**config.mk**
```make
export PLATFORM = sky130hd
export DESIGN_NAME = wbcap_front
export DESIGN_NICKNAME = d
export VERILOG_FILES = /design/src/rtl/wbcap_pkg.sv /design/src/rtl/wbcap_port_mux.sv /design/src/rtl/wbcap_edge_qual.sv /design/src/rtl/wbcap_capture_reg.sv /design/src/rtl/wbcap_sync_sel.sv /design/src/rtl/wbcap_front.sv
export SDC_FILE = /design/constraint.sdc
export NUM_CORES = 1
export LEC_CHECK = 0
export BUFFER_PORTS_ARGS = -buffer_cell sky130_fd_sc_hd__buf_2
export CORE_MARGIN = 4
export CORE_UTILIZATION = 25
export CTS_BUF_LIST = sky130_fd_sc_hd__clkbuf_4
export CTS_CLUSTER_SIZE = 14
export DETAILED_ROUTE_END_ITERATION = 8
export GPL_TIMING_DRIVEN = 0
export PLACE_DENSITY = 0.59
export SLEW_MARGIN = 10
export SYNTH_ARGS = -nofsm -noshare
export SYNTH_HDL_FRONTEND = slang
export SYNTH_SLANG_ARGS = --single-unit
```
**constraint.sdc**
```tcl
create_clock -name clk -period 2 [get_ports clk]
set_input_delay 0.4 -clock clk [delete_from_list [all_inputs] [get_ports clk]]
set_output_delay 0.4 -clock clk [all_outputs]
set_load 0.05 [all_outputs]
```
**src/rtl/wbcap_pkg.sv**
```systemverilog
package wbcap_pkg;

   typedef enum logic [1:0] {
      CAP_EVERY     = 2'b00,
      CAP_EVERY_ALT = 2'b01,
      CAP_RISE      = 2'b10,
      CAP_FALL      = 2'b11
   } cap_mode_e;

   localparam int unsigned CTRL_W     = 9;
   localparam int unsigned MODE_LSB   = 0;
   localparam int unsigned MODE_W     = 2;
   localparam int unsigned PORT_BIT   = 6;
   localparam int unsigned SYNC_LSB   = 7;
   localparam int unsigned SYNC_SEL_W = 2;

   function automatic logic is_edge_mode(cap_mode_e m);
      return m[1];
   endfunction

endpackage

```
**src/rtl/wbcap_port_mux.sv**
```systemverilog
module wbcap_port_mux #(
   parameter int unsigned DATA_W = 14,
   parameter int unsigned EXP_W  = 3
) (
   input  logic              clk,
   input  logic              rst_n,
   input  logic              port_req,
   input  logic [DATA_W-1:0] a_data,
   input  logic [EXP_W-1:0]  a_exp,
   input  logic              a_en,
   input  logic [DATA_W-1:0] b_data,
   input  logic [EXP_W-1:0]  b_exp,
   input  logic              b_en,
   output logic              switching,
   output logic [DATA_W-1:0] cur_data,
   output logic [EXP_W-1:0]  cur_exp,
   output logic              cur_en,
   output logic              req_en
);

   logic port_q;

   always_ff @(posedge clk or negedge rst_n) begin
      if (!rst_n) port_q <= 1'b0;
      else        port_q <= port_req;
   end

   assign switching = (port_req != port_q);

   always_comb begin
      if (port_q) begin
         cur_data = b_data;
         cur_exp  = b_exp;
         cur_en   = b_en;
      end else begin
         cur_data = a_data;
         cur_exp  = a_exp;
         cur_en   = a_en;
      end
   end

   assign req_en = port_req ? b_en : a_en;

   // after a switch the routed enable comes from the requested port
   p_switch_lands_r8: assert property (@(posedge clk) disable iff (!rst_n)
      switching |=> (port_q == $past(port_req)));

endmodule

```
**src/rtl/wbcap_edge_qual.sv**
```systemverilog
module wbcap_edge_qual
   import wbcap_pkg::*;
(
   input  logic      clk,
   input  logic      rst_n,
   input  cap_mode_e mode,
   input  logic      en_cur,
   input  logic      en_reload,
   input  logic      reload,
   output logic      take
);

   logic hist_q;
   logic primed_q;
   logic hist_ok;
   logic rise_hit;
   logic fall_hit;

   always_ff @(posedge clk or negedge rst_n) begin
      if (!rst_n) begin
         hist_q   <= 1'b0;
         primed_q <= 1'b0;
      end else begin
         primed_q <= 1'b1;
         hist_q   <= reload ? en_reload : en_cur;
      end
   end

   assign hist_ok  = primed_q && !reload;
   assign rise_hit = hist_ok && en_cur && !hist_q;
   assign fall_hit = hist_ok && !en_cur && hist_q;

   always_comb begin
      unique case (mode)
         CAP_RISE: take = rise_hit;
         CAP_FALL: take = fall_hit;
         default:  take = 1'b1;
      endcase
   end

   // an edge mode never captures on two clocks in a row
   p_edge_no_repeat_r5: assert property (@(posedge clk) disable iff (!rst_n)
      (is_edge_mode(mode) && take) |=> !(take && $stable(mode)));

   // the first clock after reset gives no edge capture
   p_first_clock_quiet_r9: assert property (@(posedge clk) disable iff (!rst_n)
      (!primed_q && is_edge_mode(mode)) |-> !take);

endmodule

```
**src/rtl/wbcap_capture_reg.sv**
```systemverilog
module wbcap_capture_reg #(
   parameter int unsigned DATA_W = 14,
   parameter int unsigned EXP_W  = 3
) (
   input  logic              clk,
   input  logic              rst_n,
   input  logic              take,
   input  logic [DATA_W-1:0] d_data,
   input  logic [EXP_W-1:0]  d_exp,
   output logic [DATA_W-1:0] q_data,
   output logic [EXP_W-1:0]  q_exp,
   output logic              q_valid
);

   always_ff @(posedge clk or negedge rst_n) begin
      if (!rst_n) begin
         q_data  <= '0;
         q_exp   <= '0;
         q_valid <= 1'b0;
      end else begin
         q_valid <= take;
         if (take) begin
            q_data <= d_data;
            q_exp  <= d_exp;
         end
      end
   end

   // sample held between captures
   p_hold_between_r5: assert property (@(posedge clk) disable iff (!rst_n)
      !q_valid |-> ($stable(q_data) && $stable(q_exp)));

endmodule

```
**src/rtl/wbcap_sync_sel.sv**
```systemverilog
module wbcap_sync_sel #(
   parameter int unsigned N_SYNC  = 4,
   parameter bit          REG_OUT = 1'b1,
   localparam int unsigned SEL_W  = (N_SYNC > 1) ? $clog2(N_SYNC) : 1
) (
   input  logic              clk,
   input  logic              rst_n,
   input  logic [SEL_W-1:0]  sel,
   input  logic [N_SYNC-1:0] pins,
   output logic              sync_o
);

   logic picked;

   assign picked = pins[sel];

   generate
      if (REG_OUT) begin : g_reg
         always_ff @(posedge clk or negedge rst_n) begin
            if (!rst_n) sync_o <= 1'b0;
            else        sync_o <= picked;
         end

         // output follows the chosen pin one clock later
         p_sync_route_r7: assert property (@(posedge clk) disable iff (!rst_n)
            1'b1 |=> (sync_o == $past(pins[sel])));
      end else begin : g_comb
         assign sync_o = picked;
      end
   endgenerate

endmodule

```
**src/rtl/wbcap_front.sv**
```systemverilog
module wbcap_front
   import wbcap_pkg::*;
#(
   parameter int unsigned DATA_W   = 14,
   parameter int unsigned EXP_W    = 3,
   parameter int unsigned N_SYNC   = 4,
   parameter bit          SYNC_REG = 1'b1
) (
   input  logic              clk,
   input  logic              rst_n,
   input  logic [8:0]        cfg_ctrl,
   input  logic [DATA_W-1:0] pa_data,
   input  logic [EXP_W-1:0]  pa_exp,
   input  logic              pa_en,
   input  logic [DATA_W-1:0] pb_data,
   input  logic [EXP_W-1:0]  pb_exp,
   input  logic              pb_en,
   input  logic [N_SYNC-1:0] sync_pins,
   output logic [DATA_W-1:0] smp_data,
   output logic [EXP_W-1:0]  smp_exp,
   output logic              smp_valid,
   output logic              phase_adv,
   output logic              sync_out
);

   localparam int unsigned SEL_W = (N_SYNC > 1) ? $clog2(N_SYNC) : 1;

   generate
      if (DATA_W < 2)            begin : g_bad_data $error("DATA_W too small"); end
      if (EXP_W < 1)             begin : g_bad_exp  $error("EXP_W too small"); end
      if (N_SYNC != (1 << SYNC_SEL_W)) begin : g_bad_sync
         $error("N_SYNC must match the sync select field");
      end
      if (SEL_W != SYNC_SEL_W)   begin : g_bad_sel  $error("sync select width mismatch"); end
   endgenerate

   cap_mode_e             mode;
   logic                  port_req;
   logic [SEL_W-1:0]      sync_sel;
   logic                  switching;
   logic [DATA_W-1:0]     cur_data;
   logic [EXP_W-1:0]      cur_exp;
   logic                  cur_en;
   logic                  req_en;
   logic                  take;
   logic                  adv_q;
   logic                  unused_ctrl_bits;

   assign mode     = cap_mode_e'(cfg_ctrl[MODE_LSB +: MODE_W]);
   assign port_req = cfg_ctrl[PORT_BIT];
   assign sync_sel = cfg_ctrl[SYNC_LSB +: SEL_W];
   assign unused_ctrl_bits = ^cfg_ctrl[PORT_BIT-1:MODE_LSB+MODE_W];

   wbcap_port_mux #(.DATA_W(DATA_W), .EXP_W(EXP_W)) u_mux (
      .clk       (clk),
      .rst_n     (rst_n),
      .port_req  (port_req),
      .a_data    (pa_data),
      .a_exp     (pa_exp),
      .a_en      (pa_en),
      .b_data    (pb_data),
      .b_exp     (pb_exp),
      .b_en      (pb_en),
      .switching (switching),
      .cur_data  (cur_data),
      .cur_exp   (cur_exp),
      .cur_en    (cur_en),
      .req_en    (req_en)
   );

   wbcap_edge_qual u_edge (
      .clk       (clk),
      .rst_n     (rst_n),
      .mode      (mode),
      .en_cur    (cur_en),
      .en_reload (req_en),
      .reload    (switching),
      .take      (take)
   );

   wbcap_capture_reg #(.DATA_W(DATA_W), .EXP_W(EXP_W)) u_cap (
      .clk     (clk),
      .rst_n   (rst_n),
      .take    (take),
      .d_data  (cur_data),
      .d_exp   (cur_exp),
      .q_data  (smp_data),
      .q_exp   (smp_exp),
      .q_valid (smp_valid)
   );

   always_ff @(posedge clk or negedge rst_n) begin
      if (!rst_n) adv_q <= 1'b0;
      else        adv_q <= take;
   end
   assign phase_adv = adv_q;

   wbcap_sync_sel #(.N_SYNC(N_SYNC), .REG_OUT(SYNC_REG)) u_sync (
      .clk    (clk),
      .rst_n  (rst_n),
      .sel    (sync_sel),
      .pins   (sync_pins),
      .sync_o (sync_out)
   );

   // advance strobe and capture strobe agree
   p_adv_matches_r4: assert property (@(posedge clk) disable iff (!rst_n)
      phase_adv == smp_valid);

   // a port switch in an edge mode yields no capture
   p_switch_quiet_r8: assert property (@(posedge clk) disable iff (!rst_n)
      (switching && is_edge_mode(mode)) |=> !smp_valid);

   // every-clock modes capture on each clock
   p_every_clock_r3: assert property (@(posedge clk) disable iff (!rst_n)
      !is_edge_mode(mode) |=> smp_valid);

endmodule

```
==> results of run 1 <==
-- critical path, cell delays in order (launching register included) --
cell     delay [ps]
dfrtp_1         360
buf_6           150
mux2i_1         240
mux2i_1         150
o21ai_4         360
buf_12          200
mux2_4          300
-- metal layers --
| layer | routed length, µm | part of all wire (%) |
|---|---|---|
| met5 | 0 | 0 |
| met1 | 982 | 38 |
| met2 | 1259 | 49 |
| met3 | 306 | 12 |
| met4 | 37 | 1.4 |
-- stage by stage --
step | hold WS (ps) | setup slack [ps] | utilization [%]
after global placement | 390.8 | 194.5 | 36.17
final | 42.51 | 138.0 | 36.71
after global routing | 63.55 | 84.28 | 36.71
after floorplan | 104.4 | 317.8 | -
after CTS | 47.33 | 98.57 | 36.71
after detailed placement | 399.9 | 128.3 | 36.17
-- state kept, by name, indices dropped and copies added, names as in the netlist --
| register | count |
|---|---|
| u_mux.port_q | 1 |
| u_edge.primed_q | 1 |
| u_cap.q_data | 14 |
| u_edge.hist_q | 1 |
| u_sync.sync_o | 1 |
| u_cap.q_exp | 3 |
| u_cap.q_valid | 1 |
-- cell usage after synthesis (all sizes together) --
master	n	share of area (%)
mux4	1	2.0
buf	3	3.5
and2	1	0.57
o21ai	1	1.5
nand2	1	0.34
conb	1	0.34
mux2	35	39
xnor2	1	0.79
dfrtp	22	50
nor2	1	0.34
clkbuf	1	0.34
mux2i	2	1.8
-- worst paths after layout --
| path | start | to | cells after the start |
|---|---|---|---|
| worst max-delay path | u_mux.port_q$_DFF_PN0_ | u_cap.q_exp[0]$_DFFE_PN0P_ | 6 |
| worst min-delay path | rst_n | u_cap.q_data[6]$_DFFE_PN0P_ | 1 |
| worst max register to register | u_mux.port_q$_DFF_PN0_ | u_cap.q_exp[0]$_DFFE_PN0P_ | 6 |
| worst min register to register | u_cap.q_data[4]$_DFFE_PN0P_ | u_cap.q_data[4]$_DFFE_PN0P_ | 1 |
| max in group asynchronous | rst_n | u_cap.q_data[4]$_DFFE_PN0P_ | 1 |
| min in group clk | cfg_ctrl[6] | u_mux.port_q$_DFF_PN0_ | 1 |
-- final cells by class --
class                      instances  area, µm²  area share (%)
clock buffer                       3      22.52           1.480
timing repair buffer              66      330.3           21.71
tap                               50      62.56           4.112
sequential                        22      550.5           36.18
multi-input combinational         44      513.0           33.72
buffer                             4      42.54           2.796
-- report_power, final --
part           switching (mW)  internal, mW
clock network           0.128        0.0701
registers              0.0263         0.499
logic                   0.278         0.167
total                   0.432         0.736
-- cell families after synthesis --
group,Yosys count,share of synthesized area [%]
mux,38,42.53
flops,22,49.77
buf+inv,4,3.846
simple gates,3,1.244
compound gates,1,1.471
xor+xnor,1,0.7920
other cells,1,0.3390
==> results.json, run 1 <==
{
  "rsz0062_at_grt": "false",
  "gp_congestion": 0.6945,
  "diodes": 0,
  "setup_viol": 0,
  "crit_required_ps": 2190,
  "die_h_um": 74.52,
  "critPathCaptureType": "flop",
  "post_cts_resize_count": 0,
  "hold_path_class": "primary input to async pin",
  "post_cts_buffers": 0,
  "layout_common_cells": "66 x buf_2, 26 x mux2_2, 22 x dfrtp_1, 9 x mux2_4, 3 x clkbuf_4",
  "die_w_um": 74.52,
  "hpwlAfterDp_mm": 2.084,
  "clock_skew_ps": 7.206,
  "ant_nets": 0,
  "vdd_drop_max_uv": 228.2,
  "drive_above_1_share_pct": 78.42,
  "clock-sinks": 22,
  "grtUsageMet3_pct": 2.568,
  "avgSynthCellArea_um2": 15.80,
  "synth.distinct_cells": 15,
  "ys_warn_count": 0,
  "grt_max_degree": 23,
  "cts_tree": "done",
  "period_share_pct": 93.10,
  "worstSkewPairLatency_ps": 300,
  "io_buffers": 66,
  "max-cap-violations": 0,
  "p_per_area_mw_per_mm2": 768.0,
  "syn_inst": 70,
  "relSlewSlack_pct": 57.84,
  "arrival_ps": 2060,
  "grt_pass1_wl_mm": 3.677,
  "max_freq_ghz": 0.5370,
  "cts_hold_buf": 0,
  "status": "complete, no violations",
  "fill_cells": 426,
  "grt_pass1_vias": 852,
  "synth_area_mm2": 0.001106,
  "hold_viol": 0,
  "fp.dieArea_mm2": 0.005552,
  "worst-path-max-fanout": 10,
  "use_met2_pct": 16.49,
  "vias": 826,
  "finalPower_mw": 1.168,
  "start_util_pct": 26.69,
  "fin_nets": 192,
  "dr.pass1.iters": 2,
  "yosysSeqAreaShare_pct": 49.77,
  "grtUsageMet1_pct": 8.870,
  "dpl-instance-area_mm2": 0.001499,
  "ys_ff_latch": 22,
  "crit_type": "flop to flop",
  "h-tree-depth": 1,
  "cts_buffers": 3,
  "layout_commonest_cell": "buf_2",
  "tightest_slew_ps": 632.4,
  "drc": 0,
  "power.leakage_nw": 0.7617,
  "period_minus_slack_ps": 1862,
  "grt.total_usage_pct": 8.898,
  "drv_slew": 0,
  "ios": 71,
  "syn-num-nets": 121,
  "routed_wl_mm": 2.586,
  "overflow": 0,
  "core_mm2": 0.004144,
  "cts_root_buf": "clkbuf_4",
  "cts_buffer_depth": 2,
  "area_delta_synth_final_pct": 37.56,
  "routedWlPerCell_um": 13.68,
  "reg2reg_setup_slack_ps": 140,
  "setup_tns_ps": 0,
  "antenna_found_initial": 0,
  "first_iter_violations": 1,
  "rows": 23,
  "clkSlewWorstSetupHoldPaths_ps": 120,
  "start_kind": "flop",
  "layout.cells.non_filler": 189,
  "placed_cells": 186,
  "postLayoutCellArea_mm2": 0.001521,
  "viasPerCell": 4.370,
  "grt-busiest-layer": "met2"
}
Note: power is estimated with default switching activity, not from simulation.
==> run 2, diff against run 1 <==
--- a/config.mk
+++ b/config.mk
@@ -5,6 +5,7 @@
 export SDC_FILE = /design/constraint.sdc
 export NUM_CORES = 1
 export LEC_CHECK = 0
+export ABC_AREA = 1
 export BUFFER_PORTS_ARGS = -buffer_cell sky130_fd_sc_hd__buf_2
 export CORE_MARGIN = 4
 export CORE_UTILIZATION = 25
==> run 2 against run 1 <==
Net effect:
- via count increased by 45%
- core utilization fell by 1.2 points
- first-iteration DRC count grew to 52 times the previous value
- clock power shrank 5%
- global-route usage is 2.1 points higher
- synthesized cell count increased by 120%
- clock skew down 5.6 ps
- critical endpoint is now u_cap.q_data[10]$_DFFE_PN0P_
==> results.json, run 2 <==
{
  "post_cts_buffers": 0,
  "p_sw_mw": 0.4387,
  "cts_root_buf": "clkbuf_4",
  "ios": 71,
  "r2r_cells": 9,
  "start_kind": "flop",
  "vdd_drop_max_uv": 187.8,
  "cp_common_cell": "buf_6",
  "hold_viol": 0,
  "crit_slowest_cell": "dfrtp_1",
  "avgSynthCellArea_um2": 7.394,
  "clkSlewWorstSetupHoldPaths_ps": 110,
  "setup_viol": 0,
  "crit_required_ps": 2190,
  "cts_buffer_depth": 2,
  "vias": 1197,
  "cts_tree": "done",
  "clock_skew_ps": 1.603,
  "crit_start": "u_mux.port_q$_DFF_PN0_",
  "fill_cells": 498,
  "top_regs": "u_cap.q_data (14), u_cap.q_exp (3)",
  "worstSkewPairLatency_ps": 290,
  "rsz0062_at_grt": "false",
  "p_per_area_mw_per_mm2": 719.5,
  "grt_pass1_wl_mm": 4.836,
  "synth_area_mm2": 0.001146,
  "hold_path_class": "primary input to async pin",
  "syn_inst": 155,
  "period_minus_slack_ps": 1537,
  "ys_ff_latch": 22,
  "status": "complete, no violations",
  "diodes": 0,
  "setup_slack_ps": 463.4,
  "area_delta_synth_final_pct": 36.03,
  "grt.total_usage_pct": 10.98,
  "syn-num-nets": 206,
  "post-place-ws_ps": 447.3,
  "finalPower_mw": 1.122,
  "synth.distinct_cells": 21,
  "fin_nets": 276,
  "drv_slew": 0,
  "largest_reg_flops": 14,
  "die_h_um": 75.71,
  "core_mm2": 0.004384,
  "power.leakage_nw": 0.9334,
  "cpPeakStageDelay_ps": 390,
  "crit_type": "flop to flop",
  "power.share.combinational_pct": 37.0,
  "seq_area_um2": 550.5,
  "synth_largest_area_cell": "dfrtp_1",
  "first_iter_violations": 52,
  "io_buffers": 65,
  "postLayoutCellArea_mm2": 0.001559,
  "largest-register": "u_cap.q_data",
  "drc": 0,
  "synth_most_common_cell": "nand2_1",
  "yosysSeqAreaShare_pct": 48.03,
  "layout_commonest_cell": "nand2_1",
  "grt_max_degree": 23,
  "cts_buffers": 3,
  "dpl-instance-area_mm2": 0.001536,
  "synth_top_area_share_pct": 48.03,
  "grt_pass1_vias": 1102,
  "rows": 24,
  "synth_edf_count": 0,
  "clkPwrFrac_pct": 16.8,
  "die_w_um": 75.71,
  "netlist_top_cells_area": "dfrtp_1 48%, nand2_1 31%, nand3_1 7.9%, buf_6 2.0%, nand3_4 1.5%",
  "routedWlPerCell_um": 10.76,
  "hpwlAfterDp_mm": 2.355,
  "ant_nets": 0,
  "layout_common_cells": "94 x nand2_1, 66 x buf_2, 22 x dfrtp_1, 18 x nand3_1, 3 x clkbuf_4",
  "clock-sinks": 22,
  "antenna_found_initial": 0,
  "start_util_pct": 26.14,
  "ys_warn_count": 0,
  "routed_wl_mm": 2.960,
  "cp_cell_sequence": "buf_6, inv_2, buf_6, nor2_1, nor2_2, nand3_4, buf_2, nand3_1, nand2_1",
  "internal-power_mw": 0.6831,
  "max-cap-violations": 0,
  "multi_input_area_um2": 523.0,
  "overflow": 0,
  "rr_startpoint": "u_mux.port_q$_DFF_PN0_",
  "viasPerCell": 4.353,
  "setup_tns_ps": 0,
  "cts_hold_buf": 0,
  "synth-main-ff-cell": "dfrtp_1",
  "dr.pass1.iters": 4,
  "arrival_ps": 1730,
  "max_freq_ghz": 0.6508,
  "fp.dieArea_mm2": 0.005732,
  "gp_congestion": 0.6944,
  "worst-path-max-fanout": 10,
  "critPathCaptureType": "flop",
  "h-tree-depth": 1,
  "synth.top_cells.by_count": "94 x nand2_1, 22 x dfrtp_1, 18 x nand3_1",
  "reg2reg_setup_slack_ps": 460,
  "post_cts_resize_count": 0,
  "seqPwrFrac_pct": 46.2,
  "period_share_pct": 76.83,
  "synthArstFlopShare_pct": 100.0,
  "switching_share_pct": 39.11,
  "drive_above_1_share_pct": 35.87
}
==> run 2: changes by cell type in the layout (fill, tap and decap cells not counted), sizes merged, moves of 2 or more <==
| cell | delta |
|---|---|
| nand3 | +19 |
| buf | +3 |
| inv | +2 |
| nand2 | +95 |
| mux2i | -2 |
| mux2 | -34 |
==> run 2: per-stage QoR <==
step	cells	utilization (%)	hold WS [ps]
floorplan	155	-	104.4
global placement	272	35.05	401.0
detailed placement	272	35.05	396.4
CTS	275	35.56	58.40
global route	275	35.56	71.63
finish	275	35.56	53.88
==> run 2: metal layers <==
layer / track usage, % / share of wire [%]
met1: 14.40 / 43
met2: 18.31 / 47
met3: 1.979 / 8.9
met4: 3.495 / 0.91
met5: 0 / 0
==> run 2: layout make-up <==
type / instances / area share (%)
Clock buffer: 3 / 1.445
Sequential cell: 22 / 35.31
Tap cell: 52 / 4.173
Inverter: 2 / 0.4815
Timing Repair Buffer: 65 / 20.87
Multi-Input combinational cell: 122 / 33.55
Buffer: 9 / 4.173
==> run 2: cell families after synthesis <==
logic type / Yosys count / synth area share, %
compound gates: 2 / 1.201
buf+inv: 11 / 6.331
flops: 22 / 48.04
mux: 1 / 0.9825
other cells: 1 / 0.3272
simple gates: 118 / 43.12
==> run 2: path summary, 6_finish.rpt <==
| path | end |
|---|---|
| hold / removal | u_cap.q_exp[1]$_DFFE_PN0P_ |
| hold reg to reg | u_cap.q_data[6]$_DFFE_PN0P_ |
| min in group clk | u_mux.port_q$_DFF_PN0_ |
| max in group asynchronous | u_cap.q_data[12]$_DFFE_PN0P_ |
| setup / recovery | u_cap.q_data[10]$_DFFE_PN0P_ |
| setup reg to reg | u_cap.q_data[10]$_DFFE_PN0P_ |
==> run 2: critical path, delay by kind of cell (launching register included) <==
kind / cells / cell delay, ps
buf+inv: 4 / 550
simple gates: 5 / 490
flops: 1 / 390
==> run 2: power by group through the flow <==
stage,clock network [mW],logic (mW),registers (mW)
3_3_place_gp,0,0.420,0.526
3_5_place_dp,0,0.422,0.529
6_report,0.188,0.416,0.518
2_1_floorplan,0,0.122,0.693
4_1_cts,0.204,0.423,0.519
5_1_grt,0.228,0.456,0.526
==> run 3, diff against run 2 <==
--- a/config.mk
+++ b/config.mk
@@ -5,7 +5,7 @@
 export SDC_FILE = /design/constraint.sdc
 export NUM_CORES = 1
 export LEC_CHECK = 0
-export ABC_AREA = 1
+export ABC_AREA = 0
 export BUFFER_PORTS_ARGS = -buffer_cell sky130_fd_sc_hd__buf_2
 export CORE_MARGIN = 4
 export CORE_UTILIZATION = 25
@@ -13,7 +13,7 @@
 export CTS_CLUSTER_SIZE = 14
 export DETAILED_ROUTE_END_ITERATION = 8
 export GPL_TIMING_DRIVEN = 0
-export PLACE_DENSITY = 0.59
+export PLACE_DENSITY = 0.61
 export SLEW_MARGIN = 10
 export SYNTH_ARGS = -nofsm -noshare
 export SYNTH_HDL_FRONTEND = slang
==> constraint.sdc (replaced) <==
create_clock -name clk -period 1.4 [get_ports clk]
set_input_delay 0.28 -clock clk [delete_from_list [all_inputs] [get_ports clk]]
set_output_delay 0.28 -clock clk [all_outputs]
set_load 0.05 [all_outputs]
==> run 3 against run 2 <==
Net effect:
- the flow now finishes with violations (setup timing)
- sequential cell count did not move
- worst setup slack got worse by 770 ps
- register-to-register slack got worse by 770 ps
- cell count fell by 29%
- combinational power rose by 65%
- critical endpoint is now u_cap.q_data[6]$_DFFE_PN0P_
- die area fell by 3.1%
- sequential share of layout area fell by 1.5 points
- highest routed layer unchanged
- largest cell class is now multi-input gates
- core utilization rose by 3.8 points
- clock skew rose by 3.8 ps
- routed wire length fell by 7.7%
==> results.json, run 3 (synthesis results as in run 1) <==
{
  "status": "finished with violations",
  "failed_checks": "setup timing",
  "crit_slowest_cell": "dfrtp_2",
  "min_from": "cfg_ctrl[6]",
  "hold_viol": 0,
  "critical_path_buf_inv_count": 1,
  "routedWlPerCell_um": 14.08,
  "layout_common_cells": "66 x buf_2, 21 x mux2_2, 21 x dfrtp_1, 14 x mux2_4",
  "clock_skew_ps": 5.441,
  "grt_max_degree": 23,
  "grt_pass1_wl_mm": 4.043,
  "worst-path-max-fanout": 10,
  "largest-register": "u_cap.q_data",
  "cpPeakStageDelay_ps": 440,
  "seqPwrFrac_pct": 43.4,
  "crit_family": "multiplexers",
  "holdPathEnd": "u_mux.port_q$_DFF_PN0_",
  "tightest_slew_ps": 511.0,
  "period_share_pct": 121.8,
  "diodes": 0,
  "area_delta_synth_final_pct": 47.62,
  "drive_above_1_share_pct": 81.94,
  "setup_slack_ps": -304.9,
  "r2r_cells": 5,
  "crit_type": "flop to flop",
  "power.share.combinational_pct": 39.5,
  "max_freq_ghz": 0.5866,
  "cts_root_buf": "clkbuf_4",
  "die_h_um": 74.52,
  "worstSkewPairLatency_ps": 300,
  "antenna_found_initial": 0,
  "grt.total_usage_pct": 9.633,
  "vias": 843,
  "rr_endpoint": "u_cap.q_data[6]$_DFFE_PN0P_",
  "cts_buffers": 3,
  "max-cap-violations": 0,
  "ios": 71,
  "start_kind": "flop",
  "crit_required_ps": 1600,
  "worst_hold_slack_ps": 153.1,
  "first_iter_violations": 9,
  "vdd_drop_max_uv": 516.3,
  "p_per_area_mw_per_mm2": 1067,
  "p_sw_mw": 0.6487,
  "relSlewSlack_pct": 65.93,
  "fin_nets": 196,
  "cp_common_cell": "mux2i_2",
  "rsz0062_at_grt": "true",
  "clock-sinks": 22,
  "hpwlAfterDp_mm": 2.053,
  "finalPower_mw": 1.742,
  "core_mm2": 0.004144,
  "period_minus_slack_ps": 1705,
  "critPathCaptureType": "flop",
  "fp.dieArea_mm2": 0.005552,
  "switching_share_pct": 37.23,
  "io_buffers": 66,
  "placed_cells": 186,
  "drc": 0,
  "layout_commonest_cell": "buf_2",
  "top_regs": "u_cap.q_data (14), u_cap.q_exp (3)",
  "die_w_um": 74.52,
  "h-tree-depth": 1,
  "cp_cell_sequence": "mux2i_2, mux2i_2, o21ai_4, buf_12, mux2_4",
  "largest_reg_flops": 14,
  "grt_pass1_vias": 927,
  "arrival_ps": 1910,
  "rr_startpoint": "u_mux.port_q$_DFF_PN0_",
  "reg2reg_setup_slack_ps": -300,
  "gp_congestion": 0.7061,
  "routed_wl_mm": 2.732,
  "dr.pass1.iters": 2,
  "rows": 23,
  "viasPerCell": 4.345,
  "drv_slew": 0,
  "overflow": 0,
  "hold_depth": 1,
  "cts_tree": "done",
  "setup_viol": 18,
  "ant_nets": 0,
  "power.leakage_nw": 0.8185,
  "internal-power_mw": 1.094,
  "start_util_pct": 26.69,
  "hold_path_class": "primary input to flop",
  "fin_util_pct": 39.40,
  "cts_buffer_depth": 2,
  "clkPwrFrac_pct": 17.1,
  "clkSlewWorstSetupHoldPaths_ps": 130,
  "layout.cells.non_filler": 194,
  "crit_start": "u_mux.port_q$_DFF_PN0_",
  "post-place-ws_ps": -452.1
}
-- run 3: cell count changes in the layout (fill, tap and decap cells not counted), moves of 2 or more --
cell	before	now
clkbuf_1	2	0
buf_1	2	0
nand2_1	94	0
mux2i_2	0	2
nand3_1	18	0
mux2_2	1	21
mux2_4	0	14
buf_12	0	3
-- run 3: area by class of cell --
cell class	count	area, µm²
clock inverter	1	3.754
clock buffer	3	22.52
fill	402	2511
sequential	22	551.8
multi-input combinational	44	560.5
tap	50	62.56
buffer	3	32.53
timing repair buffer	71	399.1
-- run 3: what timing repair did --
| item | CTS | global route |
|---|---|---|
| gates resized for setup | 2 | 11 |
| hold endpoints to repair | 22 | 0 |
| hold buffers | 1 | 0 |
| setup endpoints to repair | 18 | 18 |
| pin swaps | 1 | 0 |
| buffers inserted | 4 | 0 |
-- run 3: per-layer routing --
metal | up-vias | GRT usage (%) | part of all wire (%)
met5 | - | 0 | 0
met4 | 0 | 3.755 | 0.66
met3 | 2 | 3.108 | 11
met2 | 45 | 16.39 | 49
met1 | 400 | 11.24 | 39
li1 | 396 | - | -
-- run 3: worst reg2reg max path, cell delays in order (launching register included) --
cell and delay (ps):
dfrtp_2 440, mux2i_2 270, mux2i_2 300, o21ai_4 130, buf_12 170, mux2_4 300
-- run 3: how the worst max path moves through the flow --
stage,depth (start not counted),endpoint
floorplan,6,u_cap.q_data[10]$_DFFE_PN0P_
global placement,6,u_cap.q_data[12]$_DFFE_PN0P_
detailed placement,6,u_cap.q_exp[0]$_DFFE_PN0P_
CTS,6,u_cap.q_data[6]$_DFFE_PN0P_
global route,5,u_cap.q_data[8]$_DFFE_PN0P_
finish,5,u_cap.q_data[6]$_DFFE_PN0P_
-- run 3: metrics by stage --
stage          TNS [ps]  area, µm²
2_1_floorplan     -3462       1106
3_3_place_gp      -5781       1499
3_5_place_dp      -6789       1499
4_1_cts           -5020       1599
5_1_grt           -5719       1633
6_report          -4870       1633
-- run 3: power groups by stage --
stage	logic (mW)	registers (mW)	clock network [mW]
4_1_cts	0.674	0.754	0.320
3_3_place_gp	0.635	0.758	0
5_1_grt	0.725	0.766	0.350
2_1_floorplan	0.197	1.02	0
3_5_place_dp	0.648	0.764	0
6_report	0.688	0.756	0.299
